===== src/rtl/lpb_pkg.sv =====
`timescale 1ns/1ps
package lpb_pkg;
  typedef enum logic [2:0] {
    ST_IDLE,
    ST_RD_REQ,
    ST_RD_DATA,
    ST_WR_REQ,
    ST_WR_DATA
  } lpb_state_e;
endpackage


===== src/rtl/lpb_beat_ctr.sv =====
`timescale 1ns/1ps
module lpb_beat_ctr #(
  parameter int BEATS = 4,
  localparam int IDX_W = (BEATS > 1) ? $clog2(BEATS) : 1
) (
  input  logic             clk_i,
  input  logic             rst_ni,
  input  logic             clr_i,
  input  logic             inc_i,
  output logic [IDX_W-1:0] cnt_o,
  output logic             last_o
);
  localparam logic [IDX_W-1:0] LAST = IDX_W'(BEATS - 1);

  logic [IDX_W-1:0] cnt_q;

  always_ff @(posedge clk_i or negedge rst_ni) begin
    if (!rst_ni)       cnt_q <= '0;
    else if (clr_i)    cnt_q <= '0;
    else if (inc_i)    cnt_q <= (cnt_q == LAST) ? '0 : cnt_q + 1'b1;
  end

  assign cnt_o  = cnt_q;
  assign last_o = (cnt_q == LAST);
endmodule


===== src/rtl/lpb_store.sv =====
`timescale 1ns/1ps
module lpb_store #(
  parameter int DATA_W = 32,
  parameter int BEATS  = 4,
  localparam int IDX_W = (BEATS > 1) ? $clog2(BEATS) : 1
) (
  input  logic              clk_i,
  input  logic              rst_ni,
  input  logic              start_i,
  input  logic              clr_i,
  output logic              lr_en_o,
  output logic [IDX_W-1:0]  lr_beat_o,
  input  logic [DATA_W-1:0] lr_data_i,
  output logic              valid_o,
  input  logic [IDX_W-1:0]  rd_beat_i,
  output logic [DATA_W-1:0] rd_data_o
);
  localparam logic [IDX_W-1:0] LAST = IDX_W'(BEATS - 1);

  logic             cap_act_q;
  logic [IDX_W-1:0] cap_idx;
  logic             cap_last;
  logic             pend_q;
  logic [IDX_W-1:0] pend_idx_q;
  logic             valid_q;
  logic [DATA_W-1:0] line_q [BEATS];

  lpb_beat_ctr #(.BEATS(BEATS)) i_cap_ctr (
    .clk_i  (clk_i),
    .rst_ni (rst_ni),
    .clr_i  (start_i),
    .inc_i  (cap_act_q),
    .cnt_o  (cap_idx),
    .last_o (cap_last)
  );

  always_ff @(posedge clk_i or negedge rst_ni) begin
    if (!rst_ni)                    cap_act_q <= 1'b0;
    else if (start_i)               cap_act_q <= 1'b1;
    else if (cap_act_q && cap_last) cap_act_q <= 1'b0;
  end

  // cache word returns one cycle after the strobe
  always_ff @(posedge clk_i or negedge rst_ni) begin
    if (!rst_ni) begin
      pend_q     <= 1'b0;
      pend_idx_q <= '0;
    end else begin
      pend_q     <= cap_act_q;
      pend_idx_q <= cap_idx;
    end
  end

  always_ff @(posedge clk_i or negedge rst_ni) begin
    if (!rst_ni)                            valid_q <= 1'b0;
    else if (clr_i)                         valid_q <= 1'b0;
    else if (pend_q && pend_idx_q == LAST)  valid_q <= 1'b1;
  end

  for (genvar g = 0; g < BEATS; g++) begin : g_line
    always_ff @(posedge clk_i or negedge rst_ni) begin
      if (!rst_ni)                                    line_q[g] <= '0;
      else if (pend_q && pend_idx_q == IDX_W'(g))     line_q[g] <= lr_data_i;
    end
  end

  assign lr_en_o   = cap_act_q;
  assign lr_beat_o = cap_idx;
  assign valid_o   = valid_q;
  assign rd_data_o = line_q[rd_beat_i];
endmodule


===== src/rtl/line_push_buffer.sv =====
`timescale 1ns/1ps
module line_push_buffer #(
  parameter int ADDR_W = 32,
  parameter int DATA_W = 32,
  parameter int BEATS  = 4,
  localparam int IDX_W = (BEATS > 1) ? $clog2(BEATS) : 1
) (
  input  logic              clk_i,
  input  logic              rst_ni,
  input  logic              req_valid_i,
  output logic              req_ready_o,
  input  logic              req_push_i,
  input  logic              req_dirty_i,
  input  logic [ADDR_W-1:0] req_addr_i,
  input  logic [ADDR_W-1:0] req_victim_addr_i,
  output logic              lr_en_o,
  output logic [IDX_W-1:0]  lr_beat_o,
  input  logic [DATA_W-1:0] lr_data_i,
  output logic              fill_valid_o,
  output logic [IDX_W-1:0]  fill_beat_o,
  output logic [DATA_W-1:0] fill_data_o,
  output logic              rd_req_o,
  output logic [ADDR_W-1:0] rd_addr_o,
  input  logic              rd_ack_i,
  input  logic              rd_valid_i,
  input  logic [DATA_W-1:0] rd_data_i,
  output logic              wr_req_o,
  output logic [ADDR_W-1:0] wr_addr_o,
  input  logic              wr_ack_i,
  output logic              wr_valid_o,
  output logic [DATA_W-1:0] wr_data_o,
  input  logic              wr_ready_i,
  output logic              busy_o
);
  import lpb_pkg::*;

  localparam int BEAT_BYTES = DATA_W / 8;
  localparam int OFF_W      = $clog2(BEATS * BEAT_BYTES);

  lpb_state_e state_q, state_d;
  logic [ADDR_W-1:0] miss_line_q, vic_line_q;
  logic              wb_q;
  logic              accept, need_copy;
  logic              rd_beat, wr_beat;
  logic [IDX_W-1:0]  beat_idx;
  logic              beat_last;
  logic              pb_valid;
  logic              pb_clr;
  logic [DATA_W-1:0] pb_data;

  assign accept    = req_valid_i && (state_q == ST_IDLE);
  assign need_copy = req_push_i || req_dirty_i;
  assign rd_beat   = (state_q == ST_RD_DATA) && rd_valid_i;
  assign wr_beat   = (state_q == ST_WR_DATA) && wr_ready_i;
  assign pb_clr    = wr_beat && beat_last;

  always_comb begin
    state_d = state_q;
    unique case (state_q)
      ST_IDLE:    if (accept) state_d = req_push_i ? ST_WR_REQ : ST_RD_REQ;
      ST_RD_REQ:  if (rd_ack_i) state_d = ST_RD_DATA;
      ST_RD_DATA: if (rd_beat && beat_last) state_d = wb_q ? ST_WR_REQ : ST_IDLE;
      ST_WR_REQ:  if (pb_valid && wr_ack_i) state_d = ST_WR_DATA;
      ST_WR_DATA: if (pb_clr) state_d = ST_IDLE;
      default:    state_d = ST_IDLE;
    endcase
  end

  always_ff @(posedge clk_i or negedge rst_ni) begin
    if (!rst_ni) begin
      state_q     <= ST_IDLE;
      miss_line_q <= '0;
      vic_line_q  <= '0;
      wb_q        <= 1'b0;
    end else begin
      state_q <= state_d;
      if (accept) begin
        miss_line_q <= {req_addr_i[ADDR_W-1:OFF_W], {OFF_W{1'b0}}};
        vic_line_q  <= {req_victim_addr_i[ADDR_W-1:OFF_W], {OFF_W{1'b0}}};
        wb_q        <= need_copy;
      end
    end
  end

  // read and write bursts never overlap: one counter serves both
  lpb_beat_ctr #(.BEATS(BEATS)) i_beat_ctr (
    .clk_i  (clk_i),
    .rst_ni (rst_ni),
    .clr_i  (accept),
    .inc_i  (rd_beat || wr_beat),
    .cnt_o  (beat_idx),
    .last_o (beat_last)
  );

  lpb_store #(.DATA_W(DATA_W), .BEATS(BEATS)) i_store (
    .clk_i     (clk_i),
    .rst_ni    (rst_ni),
    .start_i   (accept && need_copy),
    .clr_i     (pb_clr),
    .lr_en_o   (lr_en_o),
    .lr_beat_o (lr_beat_o),
    .lr_data_i (lr_data_i),
    .valid_o   (pb_valid),
    .rd_beat_i (beat_idx),
    .rd_data_o (pb_data)
  );

  assign req_ready_o  = (state_q == ST_IDLE);
  assign busy_o       = (state_q != ST_IDLE);
  assign rd_req_o     = (state_q == ST_RD_REQ);
  assign rd_addr_o    = miss_line_q;
  assign fill_valid_o = rd_beat;
  assign fill_beat_o  = beat_idx;
  assign fill_data_o  = rd_data_i;
  assign wr_req_o     = (state_q == ST_WR_REQ) && pb_valid;
  assign wr_addr_o    = vic_line_q;
  assign wr_valid_o   = (state_q == ST_WR_DATA);
  assign wr_data_o    = pb_data;
endmodule



===== config.mk =====
export PLATFORM = sky130hd
export DESIGN_NAME = line_push_buffer
export DESIGN_NICKNAME = d
export VERILOG_FILES = /design/src/rtl/lpb_pkg.sv /design/src/rtl/lpb_beat_ctr.sv /design/src/rtl/lpb_store.sv /design/src/rtl/line_push_buffer.sv
export SDC_FILE = /design/constraint.sdc
export NUM_CORES = 1
export LEC_CHECK = 0
export BUFFER_PORTS_ARGS = -buffer_cell sky130_fd_sc_hd__buf_2
export CAP_MARGIN = 0
export CORE_UTILIZATION = 55
export DETAILED_ROUTE_END_ITERATION = 16
export HOLD_SLACK_MARGIN = 0.1
export PLACE_DENSITY = 0.95
export SYNTH_ARGS = -nofsm -noshare
export SYNTH_HDL_FRONTEND = slang
export SYNTH_SLANG_ARGS = --single-unit

===== constraint.sdc =====
create_clock -name clk_i -period 3.4 [get_ports clk_i]
set_input_delay 1.02 -clock clk_i [delete_from_list [all_inputs] [get_ports clk_i]]
set_output_delay 1.02 -clock clk_i [all_outputs]
set_load 0.1 [all_outputs]

After elaboration in Yosys (flattened, before gate mapping)
Index checks and enable logic that the tools add are counted.
Widths: inputs -> output; s select.
- $add $sub $neg: 2
- magnitude comparators: 1
- equal/unequal tests: 14
- muxes and demuxes: 21
- bitwise gates (word level): 1
- reductions and logical operators: 23
- operator list (kind ; count):
    $bmux 32 s2 ; 1
    $mux 32 ; 2
    $mux 2 ; 8
    $mux 3 ; 5
    $pmux 3 s5 ; 1
    $logic_and 1x1->1 ; 13
    $eq 2x2->1 const B ; 4
    $ne 2x1->1 const B ; 4
    $reduce_bool 2->1 ; 4
    $eq 3x2->1 const B ; 2
    $reduce_and 5->1 ; 1
    $add 2x1->2 const B ; 2
    $mux 1 ; 4
    $eq 3x1->1 const B ; 1
    $eq 3x3->1 const B ; 1
    $ge 3x3->1 const B ; 1
    $logic_not 3->1 ; 1
    $not 2->3 ; 1
    $reduce_bool 3->1 ; 1
    $eq 2x1->1 const B ; 1
    $logic_not 2->1 ; 1
    $logic_or 1x1->1 ; 2
    $ne 2x2->1 const B ; 1
- bits in registers: 197
- output and inout bits: 139

Depth between registers and ports, before layout
Gate-level depths: netlist of the first run.
- word-level depth: 5
- gate-level depth with buffers: 5
- mapped depth without buffers: 5

By module
Synthesis of the first run repeated with hierarchy kept, for this count alone.
- cell total of the unflattened synthesis: 533
- area total of the unflattened synthesis: 8692.1 µm²
- modules (own cells, without submodules) (module ; instances ; cells an instance ; area an instance (µm²)):
    lpb_store ; 1 ; 320 ; 5691.7
    line_push_buffer ; 1 ; 197 ; 2800.2
    lpb_beat_ctr ; 2 ; 8 ; 100.1

Worst setup path before layout of the first run
Ideal clock, no wire load.
- path kind: reg2out
- start: reg state_q[0]
- end: out rd_req_o
- arrival: 2.791 ns
- required time: 2.380 ns
- setup slack: -0.411 ns
- stages on the path, launching flop included: 3
- cell sequence: dfrtp_1 -> buf_4 -> nor3b_1
- cells in the longest elaborated chain, start to end: 1
- RTL lines (item ; line ; source):
    start, declared ; line_push_buffer.sv:40 ; lpb_state_e state_q, state_d;
    start signal, assigned ; line_push_buffer.sv:76 ; state_q <= state_d;
    $eq 3x1->1 ; line_push_buffer.sv:110 ; assign rd_req_o = (state_q == ST_RD_REQ);
    end, declared ; line_push_buffer.sv:22 ; output logic rd_req_o,
No other way between the ends.

Worst setup path in the final report of the first run
- start: reg i_beat_ctr.cnt_q[0], in the netlist i_beat_ctr.cnt_o[0]
- end: out wr_data_o[17]
- cells in the longest elaborated chain, start to end: 4
- RTL lines (item ; line ; source):
    start, declared ; lpb_beat_ctr.sv:15 ; logic [IDX_W-1:0] cnt_q;
    start signal, assigned ; lpb_beat_ctr.sv:20 ; else if (inc_i) cnt_q <= (cnt_q == LAST) ? '0 : cnt_q + 1'b1;
    $not 2->3 (not written as such) ; lpb_store.sv:70 ; assign rd_data_o = line_q[rd_beat_i];
    $bmux 32 s2 ; lpb_store.sv:70 ;
    $mux 32 (not written as such) (2 in series) ; lpb_store.sv:70 ;
    end, declared ; line_push_buffer.sv:31 ; output logic [DATA_W-1:0] wr_data_o,
No other way between the ends. The select of a mux whose other input is x is not followed.

==> metrics, run 1 <==
Synth Cell Area between 0.008 and 0.009 sq mm; Max Cap Viol 0; crit path time final roughly 3.1 ns; Worst setup SP type flop; post-synthesis sequential area ratio a little under three fifths; post-CTS setup buffers 0; share of layout cells above drive strength 1 between 60% and 70%; Root Driver clkbuf_16; number of synthesis warnings 0; r2r setup slk roughly 1.5 ns; synth top area cells dfrtp_1, mux2_2, mux4_2; vias per cell roughly 5.6; worst hold start i_store.i_cap_ctr.cnt_o[0]; vias 5022; final setup vio count 0; Worst-path clk slew 0.08 ns; multi-input logic area 0.003207 sq mm; Worst Setup End Kind output pin; Slew headroom 56.44%; crit path DAT approximately 2.1 ns; number of synthesized flops with an enable pin 0; number of cells on the worst reg-to-reg path 3; status completed; Yosys top cell area share 57.52%; die area ~0.016 sq mm; Final GP Congestion roughly 0.75; post-synthesis register bit count about 200; most frequent cells after synthesis dfrtp_1, mux2_2, buf_4; final WL ~18000 um; Area growth syn-to-layout 18.31%; H-Tree Depth 4; router iterations before antenna repair 4; Net count, final between 800 and 900; leading area contributor after synthesis dfrtp_1; Fmax approximately 320 MHz; WP data required 2.38 ns; Sequential Area approximately 0.005 sq mm; hold endpoint i_store.pend_idx_q[0]; die height 126.8 um; Avg Inst Size Synth 16.14 sq um; initial antenna violation count 1; post-CTS resize count 0; Worst Path Max Fanout 24; DRC 0; library cells used by synthesis 35; CP Class flop to output pin; Die X around 130 um; Synth Flop Type dfrtp_1; DPL Wire Length ~12000 um; Fin Setup TNS 0 ns; Placeable Area 0.01520 sq mm; CTS tree built; crit path launch i_beat_ctr.cnt_o[0]; Final Hold Vio Count 0; clk_skew roughly 0.016 ns; ANT nets after route 0; filler cell count roughly 1100; Slew @ Worst Pin ~0.65 ns; worst min path class flop to flop; reg2reg start state_q[1]; hold path cells 0; Mapped Cells around 530; largest net degree at the start of global routing between 70 and 80; vias in the first global route approximately 5500; top-count cell post-synth dfrtp_1; gr usage total about 24%; global route overflow 0; number of diodes 0; fraction of registers with async set/reset 100.0%; DRT iter0 DRCs between 100 and 150; CTS sink cnt ~200; clk buf depth 2; unrepaired setup endpoints after global routing false; total CTS buffers 17; FF-to-FF End wr_addr_o[27]; I/O pin count approximately 280; Initial Util 56.38%; hold buffers post-CTS 0; row count 45; first-pass GRT wire length between 20000 and 30000 um; crit share post-route around 90%; WL/cell around 20 um; Port Buffers slightly below 200; Slew Limit Fails 0; Skew-Pair Late Insertion Delay 0.43 ns
-- critical path: stages, from the launching register on --
cell and delay (ns):
dfrtp_2 0.35, buf_4 0.41, mux4_2 0.58, buf_2 0.31
-- layer usage --
layer	vias up	global-route usage, %	share of wire (%)	routed length (um)
li1	2212	-	-	-
met1	2597	26.94	38	6971
met2	180	43.99	54	9757
met3	31	7.592	6.1	1104
met4	2	7.633	1.8	330
met5	-	0	0.055	10
-- state kept, by name (all words and copies together), names as in the netlist --
| name | count |
|---|---|
| i_store.line_q | 128 |
| rd_addr_o | 28 |
| wr_addr_o | 28 |
| state_q | 3 |
| i_beat_ctr.cnt_o | 2 |
| i_store.i_cap_ctr.cnt_o | 2 |
| i_store.pend_idx_q | 2 |
| i_store.lr_en_o | 1 |
| i_store.pend_q | 1 |
| i_store.valid_o | 1 |
| wb_q | 1 |
-- cell type report --
cell class                      instances  area share (%)
Clock buffer                           17           4.195
Clock inverter                         15           2.345
Inverter                                3          0.1111
Multi-Input combinational cell        269           31.63
Sequential cell                       197           48.63
Tap cell                              188           2.320
Timing Repair Buffer                  206           10.77
-- cell usage in the layout, fill, tap and decap left out, types with 2 or more instances in the layout --
cell and instances:
conb_1 8, buf_12 2, clkinv_8 4, nand2b_1 2, o31ai_1 2, nand3b_1 5, clkbuf_16 17, nand2_1 4
mux4_2 32, ha_1 2, mux2i_1 3, inv_1 3, nor3b_2 2, inv_6 2, mux2_2 185, buf_4 9
bufinv_16 3, inv_8 5, nor2_1 5, dfrtp_1 196, buf_2 194
-- logic make-up after synthesis --
group           Yosys count  synth area share [%]
other cells               1               0.04375
flops                   197                 57.52
fa+ha+maj                 2                0.2919
compound gates           11                 1.095
buf+inv                  72                 5.562
mux                     221                 33.24
simple gates             27                 2.248
-- metrics by stage --
stage | util [%] | area, sq um | hold WS, ns | instances | setup WS, ns
5_1_grt | 66.70 | 10140 | 0.4649 | 895 | 0.1518
6_report | 66.70 | 10140 | 0.4538 | 895 | 0.2743
2_1_floorplan | - | 8602 | 0.4738 | 538 | 0.002191
4_1_cts | 66.70 | 10140 | 0.4517 | 895 | 0.2171
3_5_place_dp | 62.34 | 9477 | 0.4305 | 863 | 0.6742
3_3_place_gp | 62.34 | 9477 | 0.4128 | 863 | 0.6863
-- how the worst max path moves through the flow --
stage	cells past startpoint	end	slack (ns)
3_5_place_dp	3	fill_valid_o	0.67
6_report	3	wr_data_o[17]	0.27
3_3_place_gp	3	wr_data_o[25]	0.69
2_1_floorplan	3	wr_data_o[16]	0.002
4_1_cts	3	wr_data_o[15]	0.22
5_1_grt	3	wr_data_o[24]	0.15
Power of run 1 is left out: the tool's default activity adds up to more than one toggle a clock period on the data nets, which glitch-free logic cannot reach.
==> inputs of run 2 (changes only) <==
BUFFER_PORTS_ARGS = -buffer_cell sky130_fd_sc_hd__clkbuf_2   (was -buffer_cell sky130_fd_sc_hd__buf_2)
CORE_ASPECT_RATIO = 1.4   (was unset)
==> run 2 against run 1 <==
  * Critical path depth stayed put
  * Wire length hardly changed
  * Hold slack worse by 0.0012 ns
  * Maximum frequency is 0.31% higher
  * Core utilization is 0.15 points higher
  * Non-clock buffer count stayed put
  * Cell area is 0.32% lower
  * Global-route usage is 0.097 points lower
  * Setup slack better by 0.0098 ns
  * Die area hardly changed
  * First-iteration DRC count is 80% higher
  * Register-to-register slack worse by 0.10 ns
  * Largest cell class unchanged
==> metrics, run 2 (same netlist as run 1, synthesis figures left out) <==
Worst Setup End Kind output pin; Critical Path Max Stage Delay 0.56 ns (-0.02 ns); first-pass GRT wire length 28790 um (-1.2%); Placeable Area 0.01512 sq mm (-0.54%); Die X 107.5 um (-15%); crit path time final 3.116 ns (-0.009757 ns); post-CTS resize count 0 (unchanged); hold buffers post-CTS 0 (unchanged); Area after DPL 0.009483 sq mm (about the same); Final GP Congestion 0.7468 (-0.93%); row count 53 (+18%); unrepaired setup endpoints after global routing false; CP Class flop to output pin; router iterations before antenna repair 4 (unchanged); Fin Setup TNS 0 ns (unchanged); share of layout cells above drive strength 1 66.05% (unchanged); Slew headroom 59.88% (+3.4 points); CP cell instances buf_12 -> mux4_2 -> clkbuf_2; DRT iter0 DRCs 246 (+80%); number of diodes 0 (unchanged); Skew-Pair Late Insertion Delay 0.42 ns (about the same); vias in the first global route 5500 (-0.81%); WP data required 2.38 ns (about the same); number of cells on the worst reg-to-reg path 3 (unchanged); Max Cap Viol 0 (unchanged); Area growth syn-to-layout 17.93%; clk_skew 0.009230 ns (-0.007176 ns); clk buf depth 2 (unchanged); top layer in use met5; Worst setup SP type flop; Final Hold Vio Count 0 (unchanged); crit path launch i_beat_ctr.cnt_o[0]; Slew Limit Fails 0 (unchanged); Port Buffers 195 (unchanged); vias per cell 5.605 (-0.11%); I/O pin count 276 (unchanged); CTS tree built; worst min path class flop to flop; largest net degree at the start of global routing 81 (+2.5%); H-Tree Depth 4 (unchanged); most frequent cells in the layout dfrtp_1, clkbuf_2, mux2_2, mux4_2, clkbuf_16; global route overflow 0 (unchanged); crit path max-delay cell type mux4_2; worst hold start i_store.i_cap_ctr.cnt_o[0]; gr usage total 24.08% (-0.097 points); final setup vio count 0 (unchanged); crit path DAT 2.10 ns (about the same); Initial Util 56.69% (+0.31 points); Root Driver clkbuf_16; die height 149.7 um (+18%); Final Cell Area 0.01011 sq mm (-0.32%); Fmax 320.9 MHz (+0.31%); Worst Path Max Fanout 33 (+38%); met3 WL post-DR 1456 um (+32%); Met1 Wirelength 7210 um (+3.4%); hold path cells 0 (unchanged); status completed; most common cell after layout, fill and taps aside dfrtp_1; Worst-path clk slew 0.07 ns (about the same); crit share post-route 91.64% (-0.29 points); met2 wire len 9210 um (-5.6%); final WL 18170 um (about the same); initial antenna violation count 1 (unchanged); DRC 0 (unchanged); reg2reg start state_q[1]; ANT nets after route 0 (unchanged); Hold WS 0.4526 ns (-0.001225 ns); WL/cell 20.21 um (-0.46%); Net count, final 833 (unchanged); total CTS buffers 17 (unchanged); vias 5039 (+0.34%); CTS sink cnt 197 (unchanged); post-CTS setup buffers 0 (unchanged); Slew @ Worst Pin 0.6044 ns (-0.04903 ns); DPL Wire Length 12630 um (+1.3%); Largest Register i_store.line_q; Largest register FFs 128 (unchanged); die area 0.01609 sq mm (about the same)
[run 2: metal layers]
metal | vias to the layer above | GRT usage, %
met4 | 2 | 7.740
met5 | - | 0
met3 | 33 | 8.145
met2 | 213 | 40.29
met1 | 2588 | 29.26
li1 | 2203 | -
[run 2: worst paths after layout]
kind | slack (ns) | end
setup / recovery | 0.28 | wr_data_o[2]
hold / removal | 0.45 | i_store.pend_idx_q[0]
setup reg to reg | 1.44 | rd_addr_o[16]
hold reg to reg | 0.45 | i_store.pend_idx_q[0]
max in group asynchronous | 2.00 | rd_addr_o[24]
min in group asynchronous | 0.54 | i_store.line_q[96]
[run 2: cell type report]
| type | instances | area, sq um |
|---|---|---|
| Inverter | 3 | 11.26 |
| Multi-Input combinational cell | 269 | 3207 |
| Fill cell | 1011 | 5012 |
| Clock inverter | 12 | 167.7 |
| Clock buffer | 20 | 456.7 |
| Tap cell | 192 | 240.2 |
| Timing Repair Buffer | 206 | 1092 |
| Sequential cell | 197 | 4932 |
[run 2: through the flow]
stage	cells	worst slack, ns	utilization, %
floorplan	538	0.002191	-
global placement	867	0.6506	62.72
detailed placement	867	0.6533	62.72
CTS	899	0.2458	66.85
global route	899	0.1756	66.85
finish	899	0.2841	66.85
[run 2: critical path: cells and delay by family, from the launching register on]
kind     cells  cell delay [ns]
mux          1             0.56
buf+inv      2             0.66
flops        1             0.41
Power of run 2 is left out for the same reason.
==> inputs of run 3 (changes only) <==
CORE_UTILIZATION = 46   (was 55)
PLACE_DENSITY = 0.85   (was 0.95)
clock period = 2.6 ns   (was 3.4 ns; I/O delays follow)
==> run 3 against run 2 <==
  * The run now ends with setup timing left
  * Sequential cell count unchanged
  * Cell area rose by 7.2%
  * Core utilization shrank 6.9 points
  * First-iteration DRC count fell by 13%
  * Wire length decreased by 3.5%
  * Via count is 0.50% lower
  * Critical path type unchanged
  * Critical endpoint unchanged
==> metrics, run 3 (same netlist as run 1, synthesis figures left out) <==
status complete, but fails checks; failing checks setup timing; first-pass GRT wire length 28850 um (+0.22%); filler cell count 1353 (+34%); total CTS buffers 17 (unchanged); Largest Register i_store.line_q; Root Driver clkbuf_16; initial antenna violation count 1 (unchanged); Port Buffers 195 (unchanged); WL/cell 18.36 um (-9.2%); global route overflow 0 (unchanged); setup slack after layout -0.05041 ns (-0.3345 ns); number of diodes 0 (unchanged); vias per cell 5.250 (-6.3%); number of cells on the worst reg-to-reg path 3 (unchanged); CTS sink cnt 197 (unchanged); largest net degree at the start of global routing 61 (-25%); Final Hold Vio Count 0 (unchanged); most frequent cells in the layout dfrtp_1, mux2_2, clkbuf_2, buf_12, mux4_2; gr usage total 19.53% (-4.5 points); Slew Limit Fails 0 (unchanged); Area growth syn-to-layout 26.42%; WP data required 1.82 ns (-0.56 ns); ANT nets after route 0 (unchanged); hold buffers post-CTS 0 (unchanged); DRT iter0 DRCs 213 (-13%); die height 163.5 um (+9.2%); Fin Setup TNS -0.9142 ns (-0.9142 ns); router iterations before antenna repair 4 (unchanged); Placeable Area 0.01807 sq mm (+20%); CTS tree built; DPL Wire Length 12230 um (-3.2%); most numerous cell on the critical path buf_12; H-Tree Depth 4 (unchanged); worst min path class input port to asynchronous set/reset pin; Net count, final 841 (+0.96%); crit share post-route 101.9%; r2r setup slk 0.87 ns (-0.57 ns); Fmax 377.3 MHz; clk_skew 0.01295 ns (+0.003721 ns); DRC 0 (unchanged); CP cell instances buf_12 -> mux4_2 -> buf_12; clk buf depth 2 (unchanged); Critical Path Max Stage Delay 0.56 ns (about the same); vias 5014 (-0.50%); reg2reg start i_store.pend_idx_q[0]; Finished Layout Cells 955 (+6.2%); unrepaired setup endpoints after global routing true; crit path max-delay cell type mux4_2; CP Class flop to output pin; die area 0.01919 sq mm (+19%); row count 58 (+9.4%); Die X 117.4 um (+9.2%); crit path time final roughly 2.7 ns; final setup vio count 29 (+29); Slew headroom 60.48% (+0.60 points); share of layout cells above drive strength 1 67.13% (+1.1 points); Final GP Congestion 0.7913 (+6.0%); Max Cap Viol 0 (unchanged); DP Cell Count 921 (+6.2%); FF-to-FF End i_store.line_q[42]; Initial Util 47.43% (-9.3 points); Slew @ Worst Pin 0.5910 ns (-0.01335 ns); vias in the first global route 5723 (+4.1%); Skew-Pair Late Insertion Delay 0.43 ns (about the same); Worst-path clk slew 0.08 ns (about the same); most common cell after layout, fill and taps aside dfrtp_1; Worst setup SP type flop; final WL 17530 um (-3.5%); Worst Path Max Fanout 11 (-67%); crit path DAT 1.87 ns (-0.23 ns); Largest register FFs 128 (unchanged); Worst Setup End Kind output pin; I/O pin count 276 (unchanged)
-- run 3: how the worst max path moves through the flow --
stage                        startpoint            end  slack, ns  depth (start not counted)
floorplan           i_beat_ctr.cnt_o[1]  wr_data_o[16]     0.0009                          3
finish              i_beat_ctr.cnt_o[0]   wr_data_o[2]      -0.05                          3
CTS                 i_beat_ctr.cnt_o[0]   wr_data_o[2]      -0.09                          3
global placement    i_beat_ctr.cnt_o[0]  wr_data_o[30]       0.34                          3
global route        i_beat_ctr.cnt_o[0]   wr_data_o[2]      -0.11                          3
detailed placement  i_beat_ctr.cnt_o[0]   wr_data_o[2]       0.33                          3
-- run 3: layout make-up --
cell class	count	area [sq um]	share of cell area, %
Clock buffer	18	439.2	4.053
Inverter	3	15.01	0.1386
Multi-Input combinational cell	269	3218	29.70
Sequential cell	197	4940	45.59
Tap cell	240	300.3	2.771
Timing Repair Buffer	214	1780	16.43
Clock inverter	14	142.6	1.316
-- run 3: timing repair --
action / CTS / global route
pin swaps: 0 / 0
hold endpoints to repair: 0 / 0
endpoints found under the setup margin: 33 / 36
setup buffers: 2 / 0
resized for setup: 2 / 4
-- run 3: layer usage --
| layer | vias to the layer above | track usage (%) | part of all wire, % |
|---|---|---|---|
| met5 | - | 0 | 0 |
| met4 | 0 | 6.553 | 1.5 |
| met3 | 22 | 5.761 | 5.8 |
| met2 | 186 | 35.93 | 55 |
| met1 | 2587 | 21.40 | 38 |
| li1 | 2219 | - | - |
-- run 3: per-stage QoR --
| step | utilization, % | worst slack (ns) | area (sq um) | hold slack, ns |
|---|---|---|---|---|
| floorplan | - | 0.0008840 | 8633 | 0.4738 |
| global placement | 56.56 | 0.3355 | 10220 | 0.4349 |
| detailed placement | 56.56 | 0.3261 | 10220 | 0.4190 |
| CTS | 59.90 | -0.08723 | 10820 | 0.3052 |
| global route | 59.96 | -0.1123 | 10840 | 0.3355 |
| finish | 59.96 | -0.05041 | 10840 | 0.3118 |
-- run 3: critical path: cells and delay by family, from the launching register on --
family / cells / cell delay, ns
flip-flops: 1 / 0.50
buffers and inverters: 2 / 0.37
multiplexers: 1 / 0.56
Power of run 3 is left out for the same reason.
